==> src/rtl/dma_eng_pkg.sv <==
package dma_eng_pkg;
  localparam int CH_IDX_W = 4;
  localparam int CTRL_W   = 11;
  localparam int EP_W     = 4;

  // strobes from control to the register datapath
  typedef struct packed {
    logic                beat;
    logic                busErr;
    logic                finish;
    logic [CH_IDX_W-1:0] chan;
  } dmaStrobe_t;
endpackage

==> src/rtl/dma_regs.sv <==
module dma_regs
  import dma_eng_pkg::*;
#(
  parameter int NCH    = 8,
  parameter int ADDR_W = 10,
  parameter int BASE   = 'h200
) (
  input  logic                        clk,
  input  logic                        rstN,
  input  logic                        regWrEn,
  input  logic                        regRdEn,
  input  logic [ADDR_W-1:0]           regAddr,
  input  logic [31:0]                 regWrData,
  output logic [31:0]                 regRdData,
  input  dmaStrobe_t                  stb,
  output logic [NCH-1:0]              enVec,
  output logic [NCH-1:0]              txVec,
  output logic [NCH-1:0]              mode1Vec,
  output logic [NCH-1:0][EP_W-1:0]    epVec,
  output logic [NCH-1:0][1:0]         burstVec,
  output logic [NCH-1:0][31:0]        addrVec,
  output logic [NCH-1:0]              cntZeroVec,
  output logic [NCH-1:0]              cntOneVec,
  output logic                        irqOut
);
  localparam int CH_W = (NCH > 1) ? $clog2(NCH) : 1;
  localparam int WIN  = 16 * NCH;

  logic [NCH-1:0][CTRL_W-1:0] ctrlReg;
  logic [NCH-1:0][31:0]       cntReg;
  logic [NCH-1:0]             irqStat, setMask;
  logic                       winHit, rdIntr;
  logic [CH_W-1:0]            chSel;
  logic [1:0]                 regSel;

  assign winHit = (int'(regAddr) >= BASE) && (int'(regAddr) < BASE + WIN) && (regAddr[1:0] == 2'b00);
  assign chSel  = regAddr[4 +: CH_W];
  assign regSel = regAddr[3:2];
  assign rdIntr = regRdEn && winHit && regSel == 2'd0 && chSel == '0;

  always_comb begin
    for (int i = 0; i < NCH; i++)
      setMask[i] = (stb.busErr || stb.finish) && stb.chan == CH_IDX_W'(i) && ctrlReg[i][3];
  end

  always_ff @(posedge clk) begin
    if (!rstN) begin
      ctrlReg <= '0;
      addrVec <= '0;
      cntReg  <= '0;
      irqStat <= '0;
    end else begin
      irqStat <= (rdIntr ? '0 : irqStat) | setMask;
      for (int i = 0; i < NCH; i++) begin
        if (stb.chan == CH_IDX_W'(i)) begin
          if (stb.beat) begin
            addrVec[i] <= addrVec[i] + 32'd1;
            cntReg[i]  <= cntReg[i] - 32'd1;
          end
          if (stb.busErr) begin
            ctrlReg[i][8] <= 1'b1;
            ctrlReg[i][0] <= 1'b0;
          end
          if (stb.finish) ctrlReg[i][0] <= 1'b0;
        end
        // software writes take priority over engine updates
        if (regWrEn && winHit && chSel == CH_W'(i)) begin
          case (regSel)
            2'd1: ctrlReg[i] <= regWrData[CTRL_W-1:0];
            2'd2: addrVec[i] <= regWrData;
            2'd3: cntReg[i]  <= regWrData;
            default: ;
          endcase
        end
      end
    end
  end

  always_comb begin
    regRdData = '0;
    if (winHit) begin
      case (regSel)
        2'd0: if (chSel == '0) regRdData[NCH-1:0] = irqStat;
        2'd1: regRdData[CTRL_W-1:0] = ctrlReg[chSel];
        2'd2: regRdData = addrVec[chSel];
        default: regRdData = cntReg[chSel];
      endcase
    end
  end

  generate
    for (genvar g = 0; g < NCH; g++) begin : g_fields
      assign enVec[g]      = ctrlReg[g][0];
      assign txVec[g]      = ctrlReg[g][1];
      assign mode1Vec[g]   = ctrlReg[g][2];
      assign epVec[g]      = ctrlReg[g][7:4];
      assign burstVec[g]   = ctrlReg[g][10:9];
      assign cntZeroVec[g] = cntReg[g] == 32'd0;
      assign cntOneVec[g]  = cntReg[g] == 32'd1;
    end
  endgenerate

  assign irqOut = |irqStat;


  no_underflow_chk: assert property (@(posedge clk) disable iff (!rstN)
    stb.beat |-> cntReg[stb.chan[CH_W-1:0]] != 32'd0);


  read_clear_chk: assert property (@(posedge clk) disable iff (!rstN)
    (rdIntr && setMask == '0) |=> !irqOut);


  irq_cause_chk: assert property (@(posedge clk) disable iff (!rstN)
    $rose(irqOut) |-> $past(stb.finish || stb.busErr));
endmodule

==> src/rtl/dma_ctl.sv <==
module dma_ctl
  import dma_eng_pkg::*;
#(
  parameter int NCH       = 8,
  parameter int PKT_BYTES = 8,
  parameter int EP_N      = 16
) (
  input  logic                     clk,
  input  logic                     rstN,
  input  logic [NCH-1:0]           enVec,
  input  logic [NCH-1:0]           mode1Vec,
  input  logic [NCH-1:0][EP_W-1:0] epVec,
  input  logic [NCH-1:0]           cntZeroVec,
  input  logic [NCH-1:0]           cntOneVec,
  input  logic [EP_N-1:0]          epReady,
  input  logic                     memGrant,
  input  logic                     memErr,
  output logic                     memReq,
  output logic [CH_IDX_W-1:0]      curChan,
  output dmaStrobe_t               stb
);
  localparam int PKT_W = $clog2(PKT_BYTES + 1);

  typedef enum logic {S_IDLE, S_XFER} ctlState_t;
  ctlState_t      state;
  logic [PKT_W-1:0] pktLeft;
  logic           pickHit;
  logic [CH_IDX_W-1:0] pickIdx;
  logic           curEn;

  // descending scan so the lowest ready channel wins
  always_comb begin
    pickHit = 1'b0;
    pickIdx = '0;
    for (int i = NCH - 1; i >= 0; i--) begin
      if (enVec[i] && epReady[epVec[i]]) begin
        pickHit = 1'b1;
        pickIdx = CH_IDX_W'(i);
      end
    end
  end

  assign curEn  = enVec[curChan];
  assign memReq = (state == S_XFER) && curEn && !cntZeroVec[curChan];

  always_comb begin
    stb      = '0;
    stb.chan = curChan;
    if (state == S_XFER && curEn) begin
      if (cntZeroVec[curChan]) stb.finish = 1'b1;
      else if (memGrant) begin
        if (memErr) stb.busErr = 1'b1;
        else begin
          stb.beat   = 1'b1;
          stb.finish = cntOneVec[curChan] || (pktLeft == PKT_W'(1) && !mode1Vec[curChan]);
        end
      end
    end
  end

  always_ff @(posedge clk) begin
    if (!rstN) begin
      state   <= S_IDLE;
      curChan <= '0;
      pktLeft <= '0;
    end else begin
      case (state)
        S_IDLE: if (pickHit) begin
          state   <= S_XFER;
          curChan <= pickIdx;
          pktLeft <= PKT_W'(PKT_BYTES);
        end
        default: begin
          if (!curEn || stb.finish || stb.busErr) state <= S_IDLE;
          else if (stb.beat) begin
            if (pktLeft == PKT_W'(1)) state <= S_IDLE;
            else pktLeft <= pktLeft - PKT_W'(1);
          end
        end
      endcase
    end
  end


  err_halt_chk: assert property (@(posedge clk) disable iff (!rstN)
    (memReq && memGrant && memErr) |=> !memReq);


  pkt_range_chk: assert property (@(posedge clk) disable iff (!rstN)
    (state == S_XFER) |-> (pktLeft != '0 && int'(pktLeft) <= PKT_BYTES));


  no_preempt_chk: assert property (@(posedge clk) disable iff (!rstN)
    (memReq && $past(memReq)) |-> curChan == $past(curChan));
endmodule

==> src/rtl/dma_engine.sv <==
module dma_engine
  import dma_eng_pkg::*;
#(
  parameter int NCH       = 8,
  parameter int PKT_BYTES = 8,
  parameter int EP_N      = 16
) (
  input  logic         clk,
  input  logic         rstN,
  input  logic         regWrEn,
  input  logic         regRdEn,
  input  logic [9:0]   regAddr,
  input  logic [31:0]  regWrData,
  output logic [31:0]  regRdData,
  output logic         irqOut,
  output logic         memReq,
  output logic         memWrite,
  output logic [31:0]  memAddr,
  output logic [1:0]   memBurst,
  output logic [7:0]   memWdata,
  input  logic [7:0]   memRdata,
  input  logic         memGrant,
  input  logic         memErr,
  input  logic [15:0]  epReady,
  output logic [3:0]   epNum,
  output logic         epTx,
  output logic         epStrobe,
  output logic [7:0]   epTxData,
  input  logic [7:0]   epRxData
);
  dmaStrobe_t                stb;
  logic [NCH-1:0]            enVec, txVec, mode1Vec, cntZeroVec, cntOneVec;
  logic [NCH-1:0][EP_W-1:0]  epVec;
  logic [NCH-1:0][1:0]       burstVec;
  logic [NCH-1:0][31:0]      addrVec;
  logic [CH_IDX_W-1:0]       curChan;

  dma_regs #(.NCH(NCH)) uRegs (
    .clk(clk), .rstN(rstN), .regWrEn(regWrEn), .regRdEn(regRdEn),
    .regAddr(regAddr), .regWrData(regWrData), .regRdData(regRdData),
    .stb(stb), .enVec(enVec), .txVec(txVec), .mode1Vec(mode1Vec),
    .epVec(epVec), .burstVec(burstVec), .addrVec(addrVec),
    .cntZeroVec(cntZeroVec), .cntOneVec(cntOneVec), .irqOut(irqOut)
  );

  dma_ctl #(.NCH(NCH), .PKT_BYTES(PKT_BYTES), .EP_N(EP_N)) uCtl (
    .clk(clk), .rstN(rstN), .enVec(enVec), .mode1Vec(mode1Vec),
    .epVec(epVec), .cntZeroVec(cntZeroVec), .cntOneVec(cntOneVec),
    .epReady(epReady), .memGrant(memGrant), .memErr(memErr),
    .memReq(memReq), .curChan(curChan), .stb(stb)
  );

  assign memAddr  = addrVec[curChan];
  assign memWrite = !txVec[curChan];
  assign memBurst = burstVec[curChan];
  assign memWdata = epRxData;
  assign epNum    = epVec[curChan];
  assign epTx     = txVec[curChan];
  assign epStrobe = memReq && memGrant && !memErr;
  assign epTxData = memRdata;
endmodule

==> config.mk <==
export PLATFORM = sky130hd
export DESIGN_NAME = dma_engine
export DESIGN_NICKNAME = d
export VERILOG_FILES = /design/src/rtl/dma_eng_pkg.sv /design/src/rtl/dma_regs.sv /design/src/rtl/dma_ctl.sv /design/src/rtl/dma_engine.sv
export SDC_FILE = /design/constraint.sdc
export NUM_CORES = 2
export LEC_CHECK = 0
export ABC_CLOCK_PERIOD_IN_PS = 5300
export CORE_MARGIN = 2
export CORE_UTILIZATION = 38
export DETAILED_ROUTE_END_ITERATION = 12
export PLACE_DENSITY = 0.56
export SLEW_MARGIN = 20
export SYNTH_ARGS = -nofsm -noshare
export SYNTH_HDL_FRONTEND = slang
export SYNTH_SLANG_ARGS = --single-unit
==> constraint.sdc <==
create_clock -name clk -period 5.3 [get_ports clk]
set_clock_uncertainty 0.05 [all_clocks]
set_input_delay 0.795 -clock clk [delete_from_list [all_inputs] [get_ports clk]]
set_output_delay 0.795 -clock clk [all_outputs]
set_load 0.01 [all_outputs]
==> metrics.txt <==
Net Sw Frac 25.6%; P_sw 2.72 mW; routed via count 38100; warnings from Yosys 0; sequential area share after synthesis 31.1%; Post-Syn Nets 4707; Min-Delay Path Depth 2; Hold WS 416 ps; clock sink total 616; Synth Flop Type dfxtp_1; Compound-Gate Fraction of Synth Area 16.0%; Setup CP Type reg2out; Post-CTS Setup Bufs 0; row cnt 118; htree depth 3; largest net degree at the start of global routing 201; Worst path slowest cell nor4_1; number of flops mapped to enable cells by yosys 0; Clock power frac 50.1%; routed vias/inst 6.35; Post-Synth Simple-Gate Area 20.0%; # resized after CTS 0; Final min period 4910 ps; largest area contributor in the netlist dfxtp_1; mux contribution to synthesized area 18.0%; die area 107000 um2; DRT iter0 DRCs 4724; final setup TNS 0 ps; Synth top area share 31.1%; Die H 327 um; Slew Limit Fails 0; vias in the first global route 35200; DR DRC count 0; insertion delay to the later sink of the worst-skew pair 650 ps; commonest non-fill, non-tap cell in the layout dfxtp_1; Seq pwr share 43.7%; dpl hpwl 118000 um; synthesized area 39700 um2; crit path capture type output pin; outcome completed; most frequent cells in the layout dfxtp_1, nand2_1, a21oi_1; Cell Chain, Critical Path nor4_1, nand4_1, nor4_1, nor4_1, a22oi_4, inv_2, nand2_1, inv_1, clkdlybuf4s50_1; Pre-Repair DR Iteration Count 6; fmax 204 MHz; Post-CTS Hold Buffers 0; Synth Area per Inst 8.62 um2; core area 103000 um2; GRT overflow 0; Pint 7.91 mW; gr usage total 30.0%; Cell Pwr Density 237 nW/um2; Worst-path clk slew 60 ps; reg2reg path depth 10; layout cells sized above 1 13.2%; startpoint type of the worst setup path flop; endpoints failing setup 0; Initial Util 38.3%; synth top area cells dfxtp_1, mux4_2, xnor2_1, a21oi_1, nand2_1; largest family of logic cells by synthesized area simple AND/OR/NAND/NOR gates; Root Buffer clkbuf_16; final wirelength 166000 um; Final Util 43.3%; Min-Delay Path Class reg2reg; clock buffer depth 3; I/O Pins 171; number of routed nets with antenna violations 0; Top cell by count, worst path nor4_1; total CTS buffers 75; Cell variety after synth 74; Synth Register Bits 616; Place WS 824 ps; die width 327 um; FFs w/ async S/R, synth 0%; first-pass GRT wire length 242000 um; Worst path max stage delay 800 ps; GP Congestion 0.950; Rel. slew slack 21.2%; Final Net Count 4659; transition time of the tightest slew-check pin 1180 ps; CP Max Fanout 5; Comb pwr share 6.2%; synthesis-to-layout area growth 13.0%; Worst VDD drop 224 uV; crit path DAT 4060 ps; Hold Vio Cnt, Final 0; WP data required 4450 ps; P_leak 14.8 nW; max cap viols 0; I/O Buffers 138; PnR worst setup slack 393 ps; CTS tree done; XOR/XNOR share of the synthesized area 9.50%; Synth Area in Adders 0.820%; Avg WL per Cell 27.7 um; initial antenna violation count 9; period utilisation layout 92.6%; cells after synthesis 4601; RSZ-0062 raised after global routing no
-- flip-flops by register name (all words and copies together) (netlist names) --
register and flops:
uRegs.ctrlReg 16, uCtl.pktLeft 4, uRegs.enVec 8, uRegs.epVec 32, uRegs.cntReg 256, uRegs.addrVec 256
uRegs.mode1Vec 8, uCtl.state 1, uRegs.burstVec 16, uCtl.curChan 3, uRegs.txVec 8, uRegs.irqStat 8
-- layer usage --
layer / wire length, um / vias up / track usage, %
li1: - / 17000 / -
met1: 68000 / 18700 / 40.9
met2: 75400 / 2041 / 47.1
met3: 16100 / 326 / 5.32
met4: 6650 / 6 / 12.4
met5: 45 / - / 0
-- kinds of logic after synthesis --
kind of cell	Yosys count
AOI/OAI and AO/OA	1113
muxes	374
xor gates and xnor gates	430
adders and majority gates	26
and+or+nand+nor	1583
buffers and inverters	459
DFF	616
-- path summary, 6_finish.rpt --
path,startpoint,endpoint,slack (ps)
worst min register to register,uRegs.burstVec[2],uRegs.burstVec[2],420
worst max-delay path,uRegs.cntReg[166],epStrobe,390
worst max register to register,uRegs.cntReg[166],uRegs.cntReg[39],860
worst min-delay path,uRegs.burstVec[2],uRegs.burstVec[2],420
-- power by group through the flow --
stage,clock [mW],combinational (mW),sequential [mW]
finish,5.33,0.658,4.65
global route,5.54,0.683,4.65
CTS,5.36,0.641,4.65
detailed placement,0,0.640,4.75
global placement,0,0.638,4.75
floorplan,0,0.361,4.75
-- synthesized netlist by cell type, types with 7 or more instances --
cell	count
nand2_1	516
or4_1	44
or3_1	51
ha_1	26
a21oi_1	444
or2_2	16
xor2_1	167
o221ai_1	37
a32oi_1	9
clkbuf_1	297
a221oi_1	8
nor3b_1	7
nand3b_1	8
and4_1	30
xnor2_1	263
buf_1	47
buf_2	23
nand3_1	122
a211oi_1	58
and3_1	81
nor2b_1	12
a31oi_1	22
nand2b_1	22
mux2i_1	80
mux2_2	27
dfxtp_1	616
nor2_1	264
o21ai_0	370
o22a_1	15
nand4b_1	18
o31ai_1	9
mux4_2	267
and2_1	16
buf_4	21
nand4_1	95
inv_1	65
o22ai_1	92
a311oi_1	8
nor4_1	99
nor3_1	158
o211ai_1	8
-- per-stage QoR --
stage / area (um2) / total power [mW] / std cells
finish: 44800 / 10.6 / 5998
CTS: 44800 / 10.7 / 5995
floorplan: 39700 / 5.11 / 4601
detailed placement: 42300 / 5.39 / 5856
global route: 44800 / 10.9 / 5997
global placement: 42300 / 5.39 / 5855
-- worst max-delay path, delay by kind of cell (launching register included) --
family                 cells  cell delay [ps]
AO/OA/AOI/OAI              1              180
buffers and inverters      3              710
flip-flops                 1              360
AND/OR/NAND/NOR            5             2160
-- final cells by class --
type                            instances  area, um2
Multi-Input combinational cell       3526      25600
Clock buffer                          116       2240
Sequential cell                       616      12300
Inverter                               68        260
Tap cell                             1380       1730
Fill cell                           10200      58700
Clock inverter                         23        235
Timing Repair Buffer                  266       2450
Antenna cell                            3       7.51
No activity file was read; power rests on OpenSTA's default activity.
